## src/rtl/vsr_pkg.sv

```systemverilog
package vsr_pkg;

    // Control register layout; bit positions are software-visible.
    typedef struct packed {
        logic ext_owner;   // bit 7: external pixel source owns video RAM writes
        logic dbl_hres;    // bit 6: double horizontal resolution
        logic rd_vram;     // bit 5: CPU reads of mirrored pages come from video RAM
        logic main_lock;   // bit 4: block main RAM writes to mirrored pages
        logic lock_even;   // bit 3: block video RAM pages 4 and 6
        logic lock_hi;     // bit 2: block upper 8K of pages 5 and 7
        logic lock_p7_lo;  // bit 1: block lower 8K of page 7
        logic lock_p5_lo;  // bit 0: block lower 8K of page 5
    } ctl_t;

endpackage

```

## src/rtl/vsr_ctl_reg.sv

```systemverilog
module vsr_ctl_reg
    import vsr_pkg::*;
#(
    parameter int                PORT_W    = 16,
    parameter logic [PORT_W-1:0] PORT_ADDR = 16'hBF7E
) (
    input  logic              clk,
    input  logic              rst_n,
    input  logic              io_wr,
    input  logic [PORT_W-1:0] io_port,
    input  logic [7:0]        wdata,
    output ctl_t              ctl_q,
    output logic              hit
);

    ctl_t ctl_d;

    always_comb begin
        hit   = (io_port == PORT_ADDR);
        ctl_d = ctl_q;
        if (io_wr && hit) begin
            ctl_d = ctl_t'(wdata);
        end
    end

    always_ff @(posedge clk) begin
        if (!rst_n) begin
            ctl_q <= '0;
        end else begin
            ctl_q <= ctl_d;
        end
    end

endmodule

```

## src/rtl/vsr_region_dec.sv

```systemverilog
module vsr_region_dec
    import vsr_pkg::*;
#(
    parameter int PAGE_W = 3
) (
    input  logic [PAGE_W-1:0] page,
    input  logic              off_hi,
    input  ctl_t              ctl,
    output logic              shadow,
    output logic              vram_wr_en,
    output logic              mram_wr_en
);

    localparam int UPPER_W = PAGE_W - 2;

    always_comb begin
        // Pages 4..7: upper page bits equal one.
        shadow     = (page[PAGE_W-1:2] == UPPER_W'(1));
        vram_wr_en = 1'b0;
        if (shadow && !ctl.ext_owner) begin
            case (page[1:0])
                2'd1:    vram_wr_en = off_hi ? !ctl.lock_hi : !ctl.lock_p5_lo;
                2'd3:    vram_wr_en = off_hi ? !ctl.lock_hi : !ctl.lock_p7_lo;
                default: vram_wr_en = !ctl.lock_even;
            endcase
        end
        mram_wr_en = !(shadow && ctl.main_lock);
    end

endmodule

```

## src/rtl/vsr_post_buf.sv

```systemverilog
module vsr_post_buf #(
    parameter int AW = 16,
    parameter int DW = 8
) (
    input  logic          clk,
    input  logic          rst_n,
    input  logic          load,
    input  logic [AW-1:0] ld_addr,
    input  logic [DW-1:0] ld_data,
    input  logic          slot_ok,
    output logic          valid,
    output logic [AW-1:0] addr,
    output logic [DW-1:0] data,
    output logic          drain
);

    typedef struct packed {
        logic          valid;
        logic [AW-1:0] addr;
        logic [DW-1:0] data;
    } pb_t;

    pb_t st_d, st_q;

    always_comb begin
        st_d  = st_q;
        drain = st_q.valid && slot_ok;
        if (load) begin
            st_d.valid = 1'b1;
            st_d.addr  = ld_addr;
            st_d.data  = ld_data;
        end else if (drain) begin
            st_d.valid = 1'b0;
        end
    end

    always_ff @(posedge clk) begin
        if (!rst_n) begin
            st_q <= '0;
        end else begin
            st_q <= st_d;
        end
    end

    assign valid = st_q.valid;
    assign addr  = st_q.addr;
    assign data  = st_q.data;

endmodule

```

## src/rtl/vram_shadow_router.sv

```systemverilog
module vram_shadow_router
    import vsr_pkg::*;
#(
    parameter int                DATA_W   = 8,
    parameter int                OFF_W    = 14,
    parameter int                PAGE_W   = 3,
    parameter int                PORT_W   = 16,
    parameter logic [PORT_W-1:0] CTL_PORT = 16'hBF7E,
    localparam int               VRAM_AW  = OFF_W + 2,
    localparam int               MRAM_AW  = OFF_W + PAGE_W
) (
    input  logic               clk,
    input  logic               rst_n,
    input  logic               io_wr,
    input  logic               io_rd,
    input  logic [PORT_W-1:0]  io_port,
    input  logic [DATA_W-1:0]  cpu_wdata,
    input  logic               mem_wr,
    input  logic               mem_rd,
    input  logic [PAGE_W-1:0]  mem_page,
    input  logic [OFF_W-1:0]   mem_off,
    output logic [DATA_W-1:0]  cpu_rdata,
    output logic               cpu_wait,
    output logic               mram_we,
    output logic [MRAM_AW-1:0] mram_addr,
    output logic [DATA_W-1:0]  mram_wdata,
    input  logic [DATA_W-1:0]  mram_rdata,
    output logic               vram_we,
    output logic [VRAM_AW-1:0] vram_waddr,
    output logic [DATA_W-1:0]  vram_wdata,
    output logic [VRAM_AW-1:0] vram_raddr,
    input  logic [DATA_W-1:0]  vram_rdata,
    input  logic               disp_slot_free,
    input  logic               ext_px_valid,
    input  logic [VRAM_AW-1:0] ext_px_addr,
    input  logic [DATA_W-1:0]  ext_px_data,
    output logic               dbl_hres
);

    ctl_t               ctl_q;
    logic               ctl_hit;
    logic               shadow;
    logic               vram_wr_en;
    logic               mram_wr_en;
    logic               buf_valid;
    logic               buf_drain;
    logic               buf_load;
    logic               slot_ok;
    logic [VRAM_AW-1:0] buf_addr;
    logic [DATA_W-1:0]  buf_data;
    logic [VRAM_AW-1:0] vaddr;

    vsr_ctl_reg #(
        .PORT_W   (PORT_W),
        .PORT_ADDR(CTL_PORT)
    ) u_ctl (
        .clk    (clk),
        .rst_n  (rst_n),
        .io_wr  (io_wr),
        .io_port(io_port),
        .wdata  (cpu_wdata[7:0]),
        .ctl_q  (ctl_q),
        .hit    (ctl_hit)
    );

    vsr_region_dec #(
        .PAGE_W(PAGE_W)
    ) u_dec (
        .page      (mem_page),
        .off_hi    (mem_off[OFF_W-1]),
        .ctl       (ctl_q),
        .shadow    (shadow),
        .vram_wr_en(vram_wr_en),
        .mram_wr_en(mram_wr_en)
    );

    vsr_post_buf #(
        .AW(VRAM_AW),
        .DW(DATA_W)
    ) u_buf (
        .clk    (clk),
        .rst_n  (rst_n),
        .load   (buf_load),
        .ld_addr(vaddr),
        .ld_data(cpu_wdata),
        .slot_ok(slot_ok),
        .valid  (buf_valid),
        .addr   (buf_addr),
        .data   (buf_data),
        .drain  (buf_drain)
    );

    // Buffer drain and CPU handshake
    always_comb begin
        vaddr    = {mem_page[1:0], mem_off};
        slot_ok  = disp_slot_free && !ctl_q.ext_owner;
        buf_load = mem_wr && vram_wr_en && (!buf_valid || buf_drain);
        cpu_wait = mem_wr && vram_wr_en && buf_valid && !buf_drain;
    end

    // Main RAM side
    always_comb begin
        mram_addr  = {mem_page, mem_off};
        mram_wdata = cpu_wdata;
        mram_we    = mem_wr && mram_wr_en && !cpu_wait;
    end

    // Video RAM write port: external source or posted CPU write
    always_comb begin
        if (ctl_q.ext_owner) begin
            vram_we    = ext_px_valid;
            vram_waddr = ext_px_addr;
            vram_wdata = ext_px_data;
        end else begin
            vram_we    = buf_drain;
            vram_waddr = buf_addr;
            vram_wdata = buf_data;
        end
    end

    // CPU read data
    always_comb begin
        vram_raddr = vaddr;
        cpu_rdata  = '0;
        if (io_rd && ctl_hit) begin
            cpu_rdata = DATA_W'(ctl_q);
        end else if (mem_rd) begin
            if (shadow && ctl_q.rd_vram) begin
                cpu_rdata = (buf_valid && (buf_addr == vaddr)) ? buf_data : vram_rdata;
            end else begin
                cpu_rdata = mram_rdata;
            end
        end
    end

    assign dbl_hres = ctl_q.dbl_hres;

endmodule

```

## config.mk

```make
export PLATFORM = sky130hd
export DESIGN_NAME = vram_shadow_router
export DESIGN_NICKNAME = d
export VERILOG_FILES = /design/src/rtl/vsr_pkg.sv /design/src/rtl/vsr_ctl_reg.sv /design/src/rtl/vsr_region_dec.sv /design/src/rtl/vsr_post_buf.sv /design/src/rtl/vram_shadow_router.sv
export SDC_FILE = /design/constraint.sdc
export NUM_CORES = 1
export LEC_CHECK = 0
export BUFFER_PORTS_ARGS = -buffer_cell sky130_fd_sc_hd__buf_2
export CAP_MARGIN = 5
export CORE_MARGIN = 10
export CORE_UTILIZATION = 40
export CTS_BUF_LIST = sky130_fd_sc_hd__clkbuf_16
export DETAILED_ROUTE_END_ITERATION = 8
export PLACE_DENSITY = 0.74
export SYNTH_ARGS = -nofsm -noshare
export SYNTH_HDL_FRONTEND = slang
export SYNTH_HIERARCHICAL = 1
export SYNTH_SLANG_ARGS = --single-unit
```

## constraint.sdc

```tcl
create_clock -name clk -period 2.3 [get_ports clk]
set_input_delay 0.23 -clock clk [delete_from_list [all_inputs] [get_ports clk]]
set_output_delay 0.23 -clock clk [all_outputs]
set_load 0.05 [all_outputs]
```

==> impl_metrics.py <==
metrics = {
    "outcome": {
        "status": "completed",
    },
    "place": {
        "place_inst": 469,
        "portBuffers": 165,
        "detailed_place.area_um2": 3110,
        "hpwl_mm": 6.70,
        "place_congestion": 0.876,
    },
    "pwr": {
        "irDropWorstVdd_mv": 0.285,
        "powerDensity_nw_per_um2": 543,
        "leakagePower_uw": 0.00163,
    },
    "synth": {
        "syn-cell-area_um2": 2570,
        "ys_ff_latch": 33,
        "syn_avg_cell_area_um2": 9.22,
        "synth_cell_types": 37,
        "yosysWarnings": 6,
        "ys_seq_area_share_pct": 25.7,
        "syn-num-nets": 368,
        "synth_cells": 279,
    },
    "critical_path": {
        "startpoint_type": "flip-flop",
        "worstPathArrival_ns": 1.98,
        "worst-endpoint-required_ns": 2.07,
        "endpoint_kind": "output pin",
        "crit_slowest_cell": "nor3_4",
        "crit_type": "flip-flop to output pin",
        "crit_family": "simple AND/OR/NAND/NOR gates",
        "cp_slowest_stage_delay_ns": 0.36,
        "critPathMaxFanout": 8,
        "worst-path-buf-inv": 2,
        "path_cells": "xnor2_1, nand4_1, nor3_4, buf_6, a31oi_1, a22o_1, clkbuf_4",
    },
    "die": {
        "die_h_um": 100,
        "ioPinCount": 166,
        "dieArea_um2": 10000,
        "rows": 29,
        "start_util_pct": 40.7,
        "core_um2": 6310,
        "die_w_um": 100,
    },
    "sta": {
        "fin_tns_setup_ns": 0,
        "drv_slew": 0,
        "setup_viol": 0,
        "max-slew-margin-rel_pct": 56.9,
        "finClkSkew_ns": 0.00259,
        "holdWs_ns": 0.229,
        "fin_crit_ns": 2.21,
        "tightest_slew_ns": 0.646,
        "fmax_mhz": 452,
        "hold_violations": 0,
        "period_share_pct": 96.3,
    },
    "detailed_routing": {
        "via_count": 2360,
        "drt-initial-drc-count": 63,
        "route.met3.wl_um": 466,
        "ant_nets": 0,
        "drt_wl_total_mm": 8.14,
        "drtPass1Iterations": 4,
        "wirelength_met1_mm": 3.33,
        "wl_met2_mm": 4.25,
        "routed_via_density": 4.92,
        "top_layer_used": "met4",
        "drc": 0,
        "avgRoutedWirePerCell_um": 17.0,
    },
    "clocking": {
        "cts_tree": "yes",
        "insertion_delay_ns": 0.27,
        "htreeDepth": 2,
        "clock_sinks": 33,
        "clk_pin_slew_ns": 0.05,
        "hold_buffers": 0,
        "clock-root-buffer": "clkbuf_16",
        "cts.path.max_buffers": 2,
        "cts_buffers": 5,
    },
    "job": {
        "drv_cap": 0,
    },
    "finish": {
        "final_area_um2": 3310,
        "areaGrowthSynthToFinish_pct": 28.7,
        "finish.net_count": 491,
        "antenna_cells": 0,
        "layout.cells.non_filler": 480,
        "drive_gt1_share_pct": 53.6,
    },
    "global_route": {
        "track_usage_pct": 15.0,
        "antenna_found_initial": 0,
        "grt_pass1_wl_mm": 12.5,
        "grt_pass1_vias": 2486,
        "gr-total-overflow": 0,
        "grt_max_degree": 42,
    },
    "worst_hold_path": {
        "hp-class": "input port to flip-flop",
    },
}
==> area by class of cell <==
| class | instances | area, µm² |
|---|---|---|
| Clock buffer | 5 | 125 |
| Clock inverter | 3 | 11.3 |
| Fill cell | 601 | 3000 |
| Inverter | 1 | 3.75 |
| Multi-Input combinational cell | 186 | 1470 |
| Sequential cell | 33 | 667 |
| Tap cell | 77 | 96.3 |
| Timing Repair Buffer | 175 | 935 |
==> cell usage after synthesis (all sizes together) <==
cell type   n  area share, %
a2111oi     1           0.34
a211o       7            2.6
a211oi      1           0.29
a21o        1           0.29
a22o        7            2.4
a22oi       1           0.29
a31oi       7            1.7
and2        4           0.97
and3        3           0.73
buf        52             17
clkbuf      7            1.0
dfxtp      33             26
inv         1           0.15
mux2       25             11
mux2i      33             13
nand2      20            2.9
nand3       2           0.39
nand4       3           0.73
nand4b      3            1.0
nor2       10            1.5
nor2b      28            6.8
nor3        1           0.63
nor3b       1           0.29
nor4        2           0.73
nor4b       1           0.58
o21a        1           0.29
o21ai       8            1.6
xnor2      12            4.1
xor2        4            1.4
==> through the flow <==
stage                     power, µW  utilization, %  setup slack (ns)
after CTS                      1810            51.5           0.00130
after global routing           1860            52.4          -0.00118
final                          1800            52.4            0.0855
after detailed placement       1190            49.3             0.259
after global placement         1180            49.3             0.250
after floorplan                1060               -            0.0667
==> layer usage <==
layer  GRT usage (%)  vias to the layer above
met3            4.19                        9
met5               0                        -
li1                -                     1175
met1            16.8                     1097
met2            27.3                       79
met4            3.59                        0
==> cell usage in the layout, fill, tap and decap left out, types with 2 or more instances in the layout <==
cell type	n
a22o_1	7
and3_1	2
mux2i_1	33
clkbuf_16	5
xor2_1	4
inv_1	4
nand3_1	2
dfxtp_1	28
buf_2	158
mux2_2	18
nor2_1	8
nand4_1	3
a211o_2	5
nand4b_1	3
nand2_1	20
clkbuf_4	5
buf_4	10
mux2_1	7
a211o_1	2
and2_1	3
nor2b_1	28
a31oi_1	7
xnor2_1	11
dfxtp_2	5
o21ai_0	8
==> tightest hold or removal path, cell delays in order <==
cell     delay, ns
buf_2         0.11
nand2_1       0.05
mux2i_1       0.06
==> repair_timing <==
item | in CTS | in global routing
setup endpoints to repair | 1 | 8
pin swaps | 0 | 6
gates resized for setup | 1 | 16
buffers inserted | 0 | 3
==> final timing paths <==
kind	end	slack, ns	cells past startpoint	startpoint
max	cpu_rdata[3]	0.09	7	u_buf/addr[8]$_SDFFE_PN0P_
min	u_ctl/ctl_q[3]$_SDFFE_PN0P_	0.23	3	cpu_wdata[3]
max reg2reg	u_buf/addr[7]$_SDFFE_PN0P_	0.53	8	u_ctl/ctl_q[1]$_SDFFE_PN0P_
min reg2reg	u_ctl/ctl_q[6]$_SDFFE_PN0P_	0.48	2	u_ctl/ctl_q[6]$_SDFFE_PN0P_
==> sequential cells by signal (all words and copies together) (netlist names) <==
name / count
u_buf/valid: 1
u_ctl/ctl_q: 8
u_buf/data: 8
u_buf/addr: 16
==> power breakdown <==
group / switching (µW) / internal, µW
Sequential: 20.5 / 596
Clock: 230 / 389
Combinational: 377 / 185
Total: 628 / 1170
==> cells by family (layout without fill, tap and decap cells) <==
logic type | count (synthesis) | in the layout | synth area share, %
flip-flops | 33 | 33 | 25.7
AND/OR/NAND/NOR | 78 | 78 | 17.3
XOR/XNOR | 16 | 16 | 5.45
buffers and inverters | 60 | 184 | 18.0
multiplexers | 58 | 58 | 23.8
AO/OA/AOI/OAI | 34 | 34 | 9.78
Note: power is estimated with default switching activity, not from simulation.
